--- src/rtl/async_bus_master.sv ---
module async_bus_master #(
  parameter int AW  = 32,
  parameter int DW  = 32,
  parameter int FCW = 3,
  parameter int SW  = 2
) (
  input  logic           clk,
  input  logic           rst_n,
  input  logic           req_valid_i,
  output logic           req_ready_o,
  input  logic [AW-1:0]  req_addr_i,
  input  logic [FCW-1:0] req_fc_i,
  input  logic [SW-1:0]  req_size_i,
  input  logic           req_wr_i,
  input  logic [DW-1:0]  req_wdata_i,
  output logic           done_o,
  output logic [1:0]     status_o,
  output logic [DW-1:0]  rdata_o,
  output logic           bus_as_o,
  output logic           bus_ds_o,
  output logic           bus_rw_o,
  output logic           bus_oe_o,
  output logic [AW-1:0]  bus_addr_o,
  output logic [FCW-1:0] bus_fc_o,
  output logic [SW-1:0]  bus_size_o,
  output logic [DW-1:0]  bus_wdata_o,
  input  logic [DW-1:0]  bus_rdata_i,
  input  logic           bus_ack_i,
  input  logic           bus_err_i,
  input  logic           bus_halt_i
);
  localparam logic [1:0] STAT_OK    = 2'b00;
  localparam logic [1:0] STAT_BERR  = 2'b01;
  localparam logic [1:0] STAT_RETRY = 2'b10;

  typedef enum logic [2:0] {
    PH_IDLE, PH_S0, PH_S1, PH_S2, PH_S3, PH_S4, PH_S5, PH_HOLD
  } phase_t;

  phase_t ph_q, ph_d;

  logic [2:0] sy1_q, sy2_q;
  logic ack_s, err_s, halt_s;

  logic [AW-1:0]  addr_q;
  logic [FCW-1:0] fc_q;
  logic [SW-1:0]  size_q;
  logic           wr_q;
  logic [DW-1:0]  wdata_q;
  logic [DW-1:0]  cap_q;
  logic [DW-1:0]  rdata_q;
  logic           fail_q;
  logic           retried_q;
  logic           take;
  logic           in_strobe;

  always_ff @(posedge clk) begin
    if (!rst_n) begin
      sy1_q <= '0;
      sy2_q <= '0;
    end else begin
      sy1_q <= {bus_halt_i, bus_err_i, bus_ack_i};
      sy2_q <= sy1_q;
    end
  end

  assign ack_s  = sy2_q[0];
  assign err_s  = sy2_q[1];
  assign halt_s = sy2_q[2];

  assign req_ready_o = (ph_q == PH_IDLE) && !ack_s && !err_s && !halt_s;
  assign take        = req_valid_i && req_ready_o;

  always_comb begin
    ph_d = ph_q;
    case (ph_q)
      PH_IDLE: if (take) ph_d = PH_S0;
      PH_S0:   ph_d = PH_S1;
      PH_S1:   ph_d = PH_S2;
      PH_S2: begin
        if (err_s && halt_s)  ph_d = PH_HOLD;
        else if (err_s)       ph_d = PH_S5;
        else if (ack_s)       ph_d = PH_S3;
      end
      PH_S3: begin
        if (err_s && halt_s)  ph_d = PH_HOLD;
        else if (err_s)       ph_d = PH_S5;
        else                  ph_d = PH_S4;
      end
      PH_S4:   ph_d = PH_S5;
      PH_S5:   ph_d = PH_IDLE;
      PH_HOLD: if (!err_s && !halt_s) ph_d = PH_S0;
      default: ph_d = PH_IDLE;
    endcase
  end

  always_ff @(posedge clk) begin
    if (!rst_n) begin
      ph_q      <= PH_IDLE;
      addr_q    <= '0;
      fc_q      <= '0;
      size_q    <= '0;
      wr_q      <= 1'b0;
      wdata_q   <= '0;
      cap_q     <= '0;
      rdata_q   <= '0;
      fail_q    <= 1'b0;
      retried_q <= 1'b0;
    end else begin
      ph_q <= ph_d;
      if (take) begin
        addr_q    <= req_addr_i;
        fc_q      <= req_fc_i;
        size_q    <= req_size_i;
        wr_q      <= req_wr_i;
        wdata_q   <= req_wdata_i;
        retried_q <= 1'b0;
      end
      if (ph_d == PH_S0)
        fail_q <= 1'b0;
      if ((ph_q == PH_S2 || ph_q == PH_S3) && ph_d == PH_HOLD)
        retried_q <= 1'b1;
      if ((ph_q == PH_S2 || ph_q == PH_S3) && ph_d == PH_S5)
        fail_q <= 1'b1;
      if (ph_q == PH_S3)
        cap_q <= bus_rdata_i;
      if (ph_q == PH_S4 && !wr_q)
        rdata_q <= cap_q;
    end
  end

  assign in_strobe = (ph_q == PH_S2) || (ph_q == PH_S3) || (ph_q == PH_S4);

  assign bus_as_o    = (ph_q == PH_S1) || in_strobe;
  assign bus_ds_o    = in_strobe || (ph_q == PH_S1 && !wr_q);
  assign bus_oe_o    = wr_q && in_strobe;
  assign bus_rw_o    = !(wr_q && ph_q != PH_IDLE && ph_q != PH_HOLD);
  assign bus_addr_o  = addr_q;
  assign bus_fc_o    = fc_q;
  assign bus_size_o  = size_q;
  assign bus_wdata_o = wdata_q;

  assign done_o   = (ph_q == PH_S5);
  assign status_o = fail_q ? STAT_BERR : (retried_q ? STAT_RETRY : STAT_OK);
  assign rdata_o  = rdata_q;
endmodule


--- config.mk ---
export PLATFORM = sky130hd
export DESIGN_NAME = async_bus_master
export DESIGN_NICKNAME = d
export VERILOG_FILES = /design/src/rtl/async_bus_master.sv
export SDC_FILE = /design/constraint.sdc
export NUM_CORES = 1
export LEC_CHECK = 0
export BUFFER_PORTS_ARGS = -buffer_cell sky130_fd_sc_hd__buf_2
export CAP_MARGIN = 20
export CORE_MARGIN = 2
export CORE_UTILIZATION = 44
export CTS_BUF_LIST = sky130_fd_sc_hd__clkbuf_16
export DETAILED_ROUTE_END_ITERATION = 7
export PLACE_DENSITY = 0.86
export SLEW_MARGIN = 20
export SYNTH_ARGS = -nofsm -noshare
export SYNTH_HDL_FRONTEND = slang
export SYNTH_SLANG_ARGS = --single-unit
--- constraint.sdc ---
create_clock -name clk -period 1.4 [get_ports clk]
set_clock_uncertainty 0.05 [all_clocks]
set_input_delay 0 -clock clk [delete_from_list [all_inputs] [get_ports clk]]
set_output_delay 0 -clock clk [all_outputs]
set_load 0.01 [all_outputs]
==> summary by stage, run 1 <==
Clock tree
The TritonCTS clock tree is built. The longest clock path from root to sink contains 2 buffers. The number of clock buffers added by TritonCTS is 17. The H-tree was split into 4 levels.

Clock-pin slew was measured on the worst setup and hold paths at 60 ps. The CTS root buffer is sky130_fd_sc_hd__clkbuf_16. The clock latency at the later pin of the worst-skew pair is approximately 400 ps. The sink count of the clock tree is 145.

STA
Measured against its own limit, the worst slew margin works out to 77.6%. The final-report max-slew violation count is 0. The final-report setup violation count is 119.

The total negative setup slack is -13640 ps. The share of the clock period used by the worst path is 115%. The post-layout minimum cycle time is ~1600 ps. The slew at the pin closest to its max-slew limit is 332 ps. Setup repair after global routing could not meet its margin everywhere. Setup slack on the critical path of the routed design comes to -206 ps.

The number of failing hold endpoints at the final stage is 0. Derived from the worst setup path, the maximum achievable clock frequency is 0.623 GHz.

Yosys
The synthesized net count is 761. The count of unique library cells instantiated by Yosys is 30. By area the synthesized netlist is led by sky130_fd_sc_hd__dfxtp_1, sky130_fd_sc_hd__nand2_1, sky130_fd_sc_hd__a21boi_1.

The share of the synthesized area in the top cell type is between 50% and 60%. Counting flops and latches in the post-synthesis netlist gives around 150. The synthesized netlist occupies a cell area of 5550 um^2. Summed over all instances, the cell type with the most area after synthesis is sky130_fd_sc_hd__dfxtp_1. The total of warnings raised by yosys is 0.

The post-synthesis area per instance is 8.49 um^2. Of the synthesized area, sequential elements account for a little over half. The count of mapped cells out of synthesis is 653.

Outcome
The run finished, with violations left. The checks that failed: setup timing.

Final layout
The synthesis-to-finish area growth is 77.7%. In the layout the commonest cells are sky130_fd_sc_hd__buf_2, sky130_fd_sc_hd__nand2_1, sky130_fd_sc_hd__dfxtp_1. The filler cells instantiated in the layout total between 700 and 800. The number of antenna diodes in the final layout is 0. In the final design database the tool counted approximately 1100 nets. Leaving out fill and tap cells, the most frequent cell in the layout is sky130_fd_sc_hd__buf_2. The fraction of final layout cells sized beyond drive strength 1 is 44.3%. The final standard cell count with taps included and fillers excluded is 1190.

Job
The number of max-cap violations is 0.

Global route
Entering global routing, the biggest net connects 80 pins. The initial antenna violation count is 0. After global routing the overflow that remains totals 0. Across every metal layer, demand over resource in global routing totals 27.8%. The first global-routing pass estimated 28900 um of wire. The via count of the first global-routing pass is ~5900.

Power
The total power after layout is approximately 11000 uW. In this run the static leakage power is around 0.0045 uW. IR analysis of the VDD net gives a maximum drop of 0.000755 V. Dividing total power by cell area gives a power density of around 1100 nW/um^2.

Drt
The wire length reported by the detailed router is 23200 um. After detailed routing, the number of remaining DRC violations is 0. The wire length per cell is 19.5 um. In this run, the number of DRC markers left after iteration 0 of detailed routing was 516. The final route contains 6268 vias. The via count normalized by instance count is 5.27.

The total iterations of the first detailed-routing run is 6. In this run the remaining antenna-violating nets after routing total 0.

Critical path
The launching element type of the critical path is a flop. Grouping stages by cell kind, the critical path spends the most delay in simple AND/OR/NAND/NOR gates. Along the worst path, the maximum fanout reaches 7. On the worst path, the slowest cell contributes a delay of 340 ps. The endpoint arrival time on the critical path is 1890 ps. The number of buffer and inverter instances along the worst setup path is 2. By startpoint and endpoint, the worst setup path is classified as reg2reg. Walking the worst path, the cells encountered are nor4_4, and3_4, buf_12, buf_16, nand2_2, a21boi_2. Among all stages on the critical path, the largest delay is contributed by sky130_fd_sc_hd__dfxtp_2. The required time at the worst-slack endpoint is ~1700 ps. The capturing element type of the critical path is a flop.

Die
The floorplan step defined a core boundary enclosing approximately 12000 um^2. The floorplan step set the die width to 116 um. The starting density of the core is approximately 44%.

The number of primary I/O pins is 217. The die height is approximately 120 um. The total die area is 13500 um^2. The row count is 41.

Placement
At the end of routability-driven placement, the weighted congestion stood at 0.816. The number of buffers added on ports is 216. The number of instances in the placed design is 1020. The placed wire-length estimate is 9210 um. The setup slack at placement is -174 ps.

Hold path
The min-delay analysis places its worst path in the category in2reg.
[timing repair]
| item | 4_1_cts | 5_1_grt |
|---|---|---|
| pin swaps | 20 | 88 |
| resized for setup | 66 | 196 |
| endpoints found under the hold margin | 105 | 0 |
| buffers inserted | 13 | 5 |
| endpoints found under the setup margin | 136 | 123 |
| hold buffers | 105 | 0 |
| cloned | 8 | 9 |
[cell usage after synthesis]
library cell	count
sky130_fd_sc_hd__a211o_1	1
sky130_fd_sc_hd__a21boi_0	45
sky130_fd_sc_hd__a21boi_1	90
sky130_fd_sc_hd__a21oi_1	1
sky130_fd_sc_hd__a221oi_2	1
sky130_fd_sc_hd__a22oi_1	1
sky130_fd_sc_hd__a2bb2o_4	1
sky130_fd_sc_hd__and2_1	12
sky130_fd_sc_hd__and2b_1	1
sky130_fd_sc_hd__and3_1	1
sky130_fd_sc_hd__buf_2	13
sky130_fd_sc_hd__buf_4	3
sky130_fd_sc_hd__buf_6	7
sky130_fd_sc_hd__clkbuf_1	25
sky130_fd_sc_hd__dfxtp_1	145
sky130_fd_sc_hd__inv_1	3
sky130_fd_sc_hd__nand2_1	274
sky130_fd_sc_hd__nand2b_1	1
sky130_fd_sc_hd__nand2b_2	1
sky130_fd_sc_hd__nand3_1	3
sky130_fd_sc_hd__nor2_1	4
sky130_fd_sc_hd__nor2b_1	3
sky130_fd_sc_hd__nor3_1	3
sky130_fd_sc_hd__nor3b_1	1
sky130_fd_sc_hd__nor3b_2	1
sky130_fd_sc_hd__nor4_4	1
sky130_fd_sc_hd__o21ai_0	7
sky130_fd_sc_hd__o21ai_1	1
sky130_fd_sc_hd__o31ai_1	2
sky130_fd_sc_hd__or3b_1	1
[flip-flops by register name (all words and copies together), names as in the netlist]
register,count
bus_addr_o,32
bus_wdata_o,32
cap_q,32
rdata_o,32
bus_fc_o,3
ph_q,3
sy1_q,3
sy2_q,3
bus_size_o,2
fail_q,1
retried_q,1
wr_q,1
[metal layers]
metal / GRT usage (%) / wire length [um]
met5: 0 / 0
met4: 14.0 / 1250
met3: 8.10 / 1960
met2: 50.1 / 12000
met1: 29.4 / 7990
[cell families after synthesis]
logic type             Yosys count  share of synthesized area (%)
and+or+nand+nor                307                           22.5
AOI/OAI and AO/OA              150                           20.3
DFF                            145                           52.3
buffers and inverters           51                           4.90
[report_power, final]
group / switching [uW] / internal (uW) / leakage, uW / total [uW]
clock: 1740 / 2940 / 0.000300 / 4680
combinational: 1020 / 1080 / 0.00298 / 2100
sequential: 138 / 4320 / 0.00118 / 4460
total: 2890 / 8340 / 0.00446 / 11200
[per-stage QoR]
step | utilization [%] | instance area (um^2) | hold slack, ps
floorplan | - | 5570 | 77.3
global placement | 55.3 | 6890 | 160
detailed placement | 55.3 | 6890 | 161
CTS | 72.5 | 9040 | 38.5
global route | 79.0 | 9850 | 39.2
finish | 79.0 | 9850 | 19.8
[path summary, 6_finish.rpt]
check,cells past startpoint,startpoint,end,slack (ps)
setup / recovery,6,sy2_q[0],bus_addr_o[23],-210
hold / removal,3,req_valid_i,ph_q[0],20
setup reg to reg,6,sy2_q[0],bus_addr_o[23],-210
hold reg to reg,1,sy1_q[1],sy2_q[1],380
[worst reg2reg max path, delay by kind of cell (launching register included)]
| kind | cells | cell delay [ps] |
|---|---|---|
| buf+inv | 2 | 320 |
| compound gates | 1 | 160 |
| simple gates | 3 | 680 |
| flops | 1 | 340 |
[final cells by class]
cell class,count,area (um^2),share of cell area (%)
Clock buffer,17,425,4.32
Multi-Input combinational cell,457,2980,30.2
Clock inverter,14,176,1.79
Inverter,3,13.8,0.140
Sequential cell,145,2920,29.7
Timing Repair Buffer,382,3120,31.7
Tap cell,172,215,2.18
Power figures use the tool's default switching activity.
==> inputs of run 2 (changes only) <==
--- a/config.mk
+++ b/config.mk
@@ -8,10 +8,11 @@
 export BUFFER_PORTS_ARGS = -buffer_cell sky130_fd_sc_hd__buf_2
 export CAP_MARGIN = 20
 export CORE_MARGIN = 2
-export CORE_UTILIZATION = 44
+export CORE_UTILIZATION = 48
 export CTS_BUF_LIST = sky130_fd_sc_hd__clkbuf_16
 export DETAILED_ROUTE_END_ITERATION = 7
-export PLACE_DENSITY = 0.86
+export HOLD_SLACK_MARGIN = 0.02
+export PLACE_DENSITY = 0.89
 export SLEW_MARGIN = 20
 export SYNTH_ARGS = -nofsm -noshare
 export SYNTH_HDL_FRONTEND = slang
==> constraint.sdc (replaced) <==
create_clock -name clk -period 1.8 [get_ports clk]
set_clock_uncertainty 0.05 [all_clocks]
set_input_delay 0 -clock clk [delete_from_list [all_inputs] [get_ports clk]]
set_output_delay 0 -clock clk [all_outputs]
set_load 0.01 [all_outputs]
==> run 2 against run 1 <==
Net effect: the run now ends clean; largest cell class is now flip-flops and latches; cell area fell by 15%; final cell count down 6.4%; sequential power decreased by 23%; global-route usage is 0.19 points lower; die area fell by 8.1%; critical endpoint is now bus_wdata_o[15].
==> summary by stage, run 2 (synthesis gave the netlist of run 1 again) <==
Critical path
The type of the setup path with the least slack is reg2reg. In this run the critical register-to-register path is launched from ph_q[0]. Of all nets on the critical path, the largest fanout is 35.

The launching element type of the critical path is a flop. The capturing element type of the critical path is a flop. The endpoint arrival time on the critical path is 1970 ps. The timing startpoint of the critical path is ph_q[0].

The required time at the worst-slack endpoint is 2080 ps.

Global route
For this run, global-route usage on met1 was measured as 29.8%. The via count of the first global-routing pass is 5672. The initial antenna violation count is 0. In the global route stage, met2 resource usage came out at 47.8%. Entering global routing, the biggest net connects 146 pins. The met3 track demand over resource is roughly 8.5%. The total global routing overflow is 0.

The global routing stage identified its most utilized layer as met2. Global routing used 27.6% of the available tracks across all layers. The first global-routing pass estimated 27500 um of wire.

Hold path
The launch point of the worst hold path is rst_n. In this run the worst hold path is classified as in2reg.

Drt
For this block, the initial DRC count from the detailed router was 511. The via count normalized by instance count is 5.14. For this run, design rule violations remaining after detail routing come to 0. Once detail routing completed, the nets flagged for antenna violations numbered 0. The total iterations of the first detailed-routing run is 5.

The routed layout has 5730 vias. After detailed routing, the average wire length per cell comes to 15.7 um. The wire length reported by the detailed router is about 17000 um.

STA
Derived from the worst setup path, the maximum achievable clock frequency is ~0.59 GHz. The total negative setup slack is 0 ps. The final-report setup violation count is 0.

Hold is met by 117 ps. The worst path in the final design needs a cycle of 1690 ps, including I/O delays and setup. For the pin with the worst max-slew slack, the measured transition is 496 ps.

Setup repair after global routing left no endpoint under its margin. The relative max-transition margin is 67.0%. In the finished design, the share of the clock period the worst path needs comes to 94.1%.

Across all setup checks in the final design, the least slack found is about 110 ps. The number of failing hold endpoints at the final stage is 0. The final-report max-slew violation count was 0.

Power
Power spread over the standard cell area amounts to around 970 nW/um^2. The leakage power of the design is 0.00366 uW. IR analysis of the VDD net gives a maximum drop of 0.000920 V.

The completed layout was analyzed and its total power is 8150 uW.

Placement
After detailed placement, the total cell area comes to 6720 um^2. The wire-length estimate of the detail-placed layout is about 8300 um. The weighted congestion at the end of routability-driven global placement is about 0.81. Timing analysis after detailed placement gives a worst setup slack of 68.3 ps. During placement, the flow inserted port buffers numbering around 220.

Die
The row count is 39. The number of primary I/O pins is 217. The initial utilization of the core area, before any placement, comes to about 50%. The chip width is 111 um. Measured along the y axis, the die boundary spans 111 um. The total core area is 11400 um^2. The total die area is approximately 12000 um^2.

Final layout
Leaving out fill and tap cells, the most frequent cells in the layout are sky130_fd_sc_hd__nand2_1, sky130_fd_sc_hd__buf_2, sky130_fd_sc_hd__dfxtp_1. Leaving out fill and tap cells, the most frequent cell in the layout is sky130_fd_sc_hd__nand2_1. In the final layout, the share of cells above drive strength 1 is 27.3%. At the end of the flow, the number of nets in the layout was 1066.

Compared with the post-synthesis result, the final layout area differs by 51.6%. The finished cells cover 8410 um^2.

Job
Across the run, the number of max-cap violations was 0.

Clock tree
The H-tree depth reported by CTS is 4. The maximum clock path buffer count is 2. The post-CTS setup repair buffer count is 0. TritonCTS built the clock tree. The sink count of the clock tree is roughly 150.

The later pin in the worst-skew pair is clocked with a latency of 410 ps. The clock buffer count from CTS is 17. The CTS root buffer is sky130_fd_sc_hd__clkbuf_16.

The clock-pin slew on the worst setup and hold paths is 60 ps.

Outcome
The flow ran to the end, and the final reports show no timing, DRC or antenna violations.
-- run 2: cell count changes in the layout (fill, tap and decap cells not counted), moves of 4 or more --
cell                        change
sky130_fd_sc_hd__a21boi_2      -50
sky130_fd_sc_hd__buf_12         -4
sky130_fd_sc_hd__nand2_4       -28
sky130_fd_sc_hd__buf_4         -13
sky130_fd_sc_hd__nand2_1       +67
sky130_fd_sc_hd__dfxtp_4        -4
sky130_fd_sc_hd__a21boi_0      +43
sky130_fd_sc_hd__buf_6         -18
sky130_fd_sc_hd__clkbuf_16      -7
sky130_fd_sc_hd__dfxtp_1        +5
sky130_fd_sc_hd__buf_16         -9
sky130_fd_sc_hd__a21boi_1       +7
sky130_fd_sc_hd__nand2_2       -39
-- run 2: timing repair --
item / 4_1_cts / 5_1_grt
setup endpoints to repair: 0 / 78
gates resized for setup: 0 / 2
hold buffers: 106 / 0
hold endpoints to repair: 108 / 0
-- run 2: path summary, 6_finish.rpt --
| path | slack [ps] | end | cells after the start |
|---|---|---|---|
| min reg2reg | 380 | sy2_q[0] | 1 |
| max reg2reg | 110 | bus_wdata_o[15] | 5 |
| min | 120 | rdata_o[7] | 3 |
| max | 110 | bus_wdata_o[15] | 5 |
-- run 2: metal layers --
metal	part of all wire, %	up-vias	routed length, um
met2	51	290	8860
met3	7.3	61	1280
li1	-	2715	-
met5	0	-	0
met4	4.0	0	699
met1	38	2664	6640
-- run 2: critical path: stages, from the launching register on --
cell,delay (ps)
sky130_fd_sc_hd__dfxtp_2,380
sky130_fd_sc_hd__nor4_4,350
sky130_fd_sc_hd__and3_2,320
sky130_fd_sc_hd__buf_12,210
sky130_fd_sc_hd__nand2_1,90
sky130_fd_sc_hd__a21boi_1,180
-- run 2: layout make-up --
type	instances	area, um^2
sequential	145	2910
clock buffer	17	425
clock inverter	14	173
antenna	1	2.50
timing repair buffer	334	2330
inverter	3	11.3
fill	726	2960
tap	143	179
multi-input combinational	457	2390
-- run 2: stage by stage --
stage               util (%)  std cells
global placement        59.1        975
detailed placement      59.1        975
global route            73.9       1113
CTS                     73.7       1112
finish                  74.0       1114
floorplan                  -        653
-- run 2: report_power, final --
part	internal [uW]	switching (uW)	leakage, uW
clock	2280	1310	0.000300
sequential	3360	91.6	0.00118
combinational	547	562	0.00218
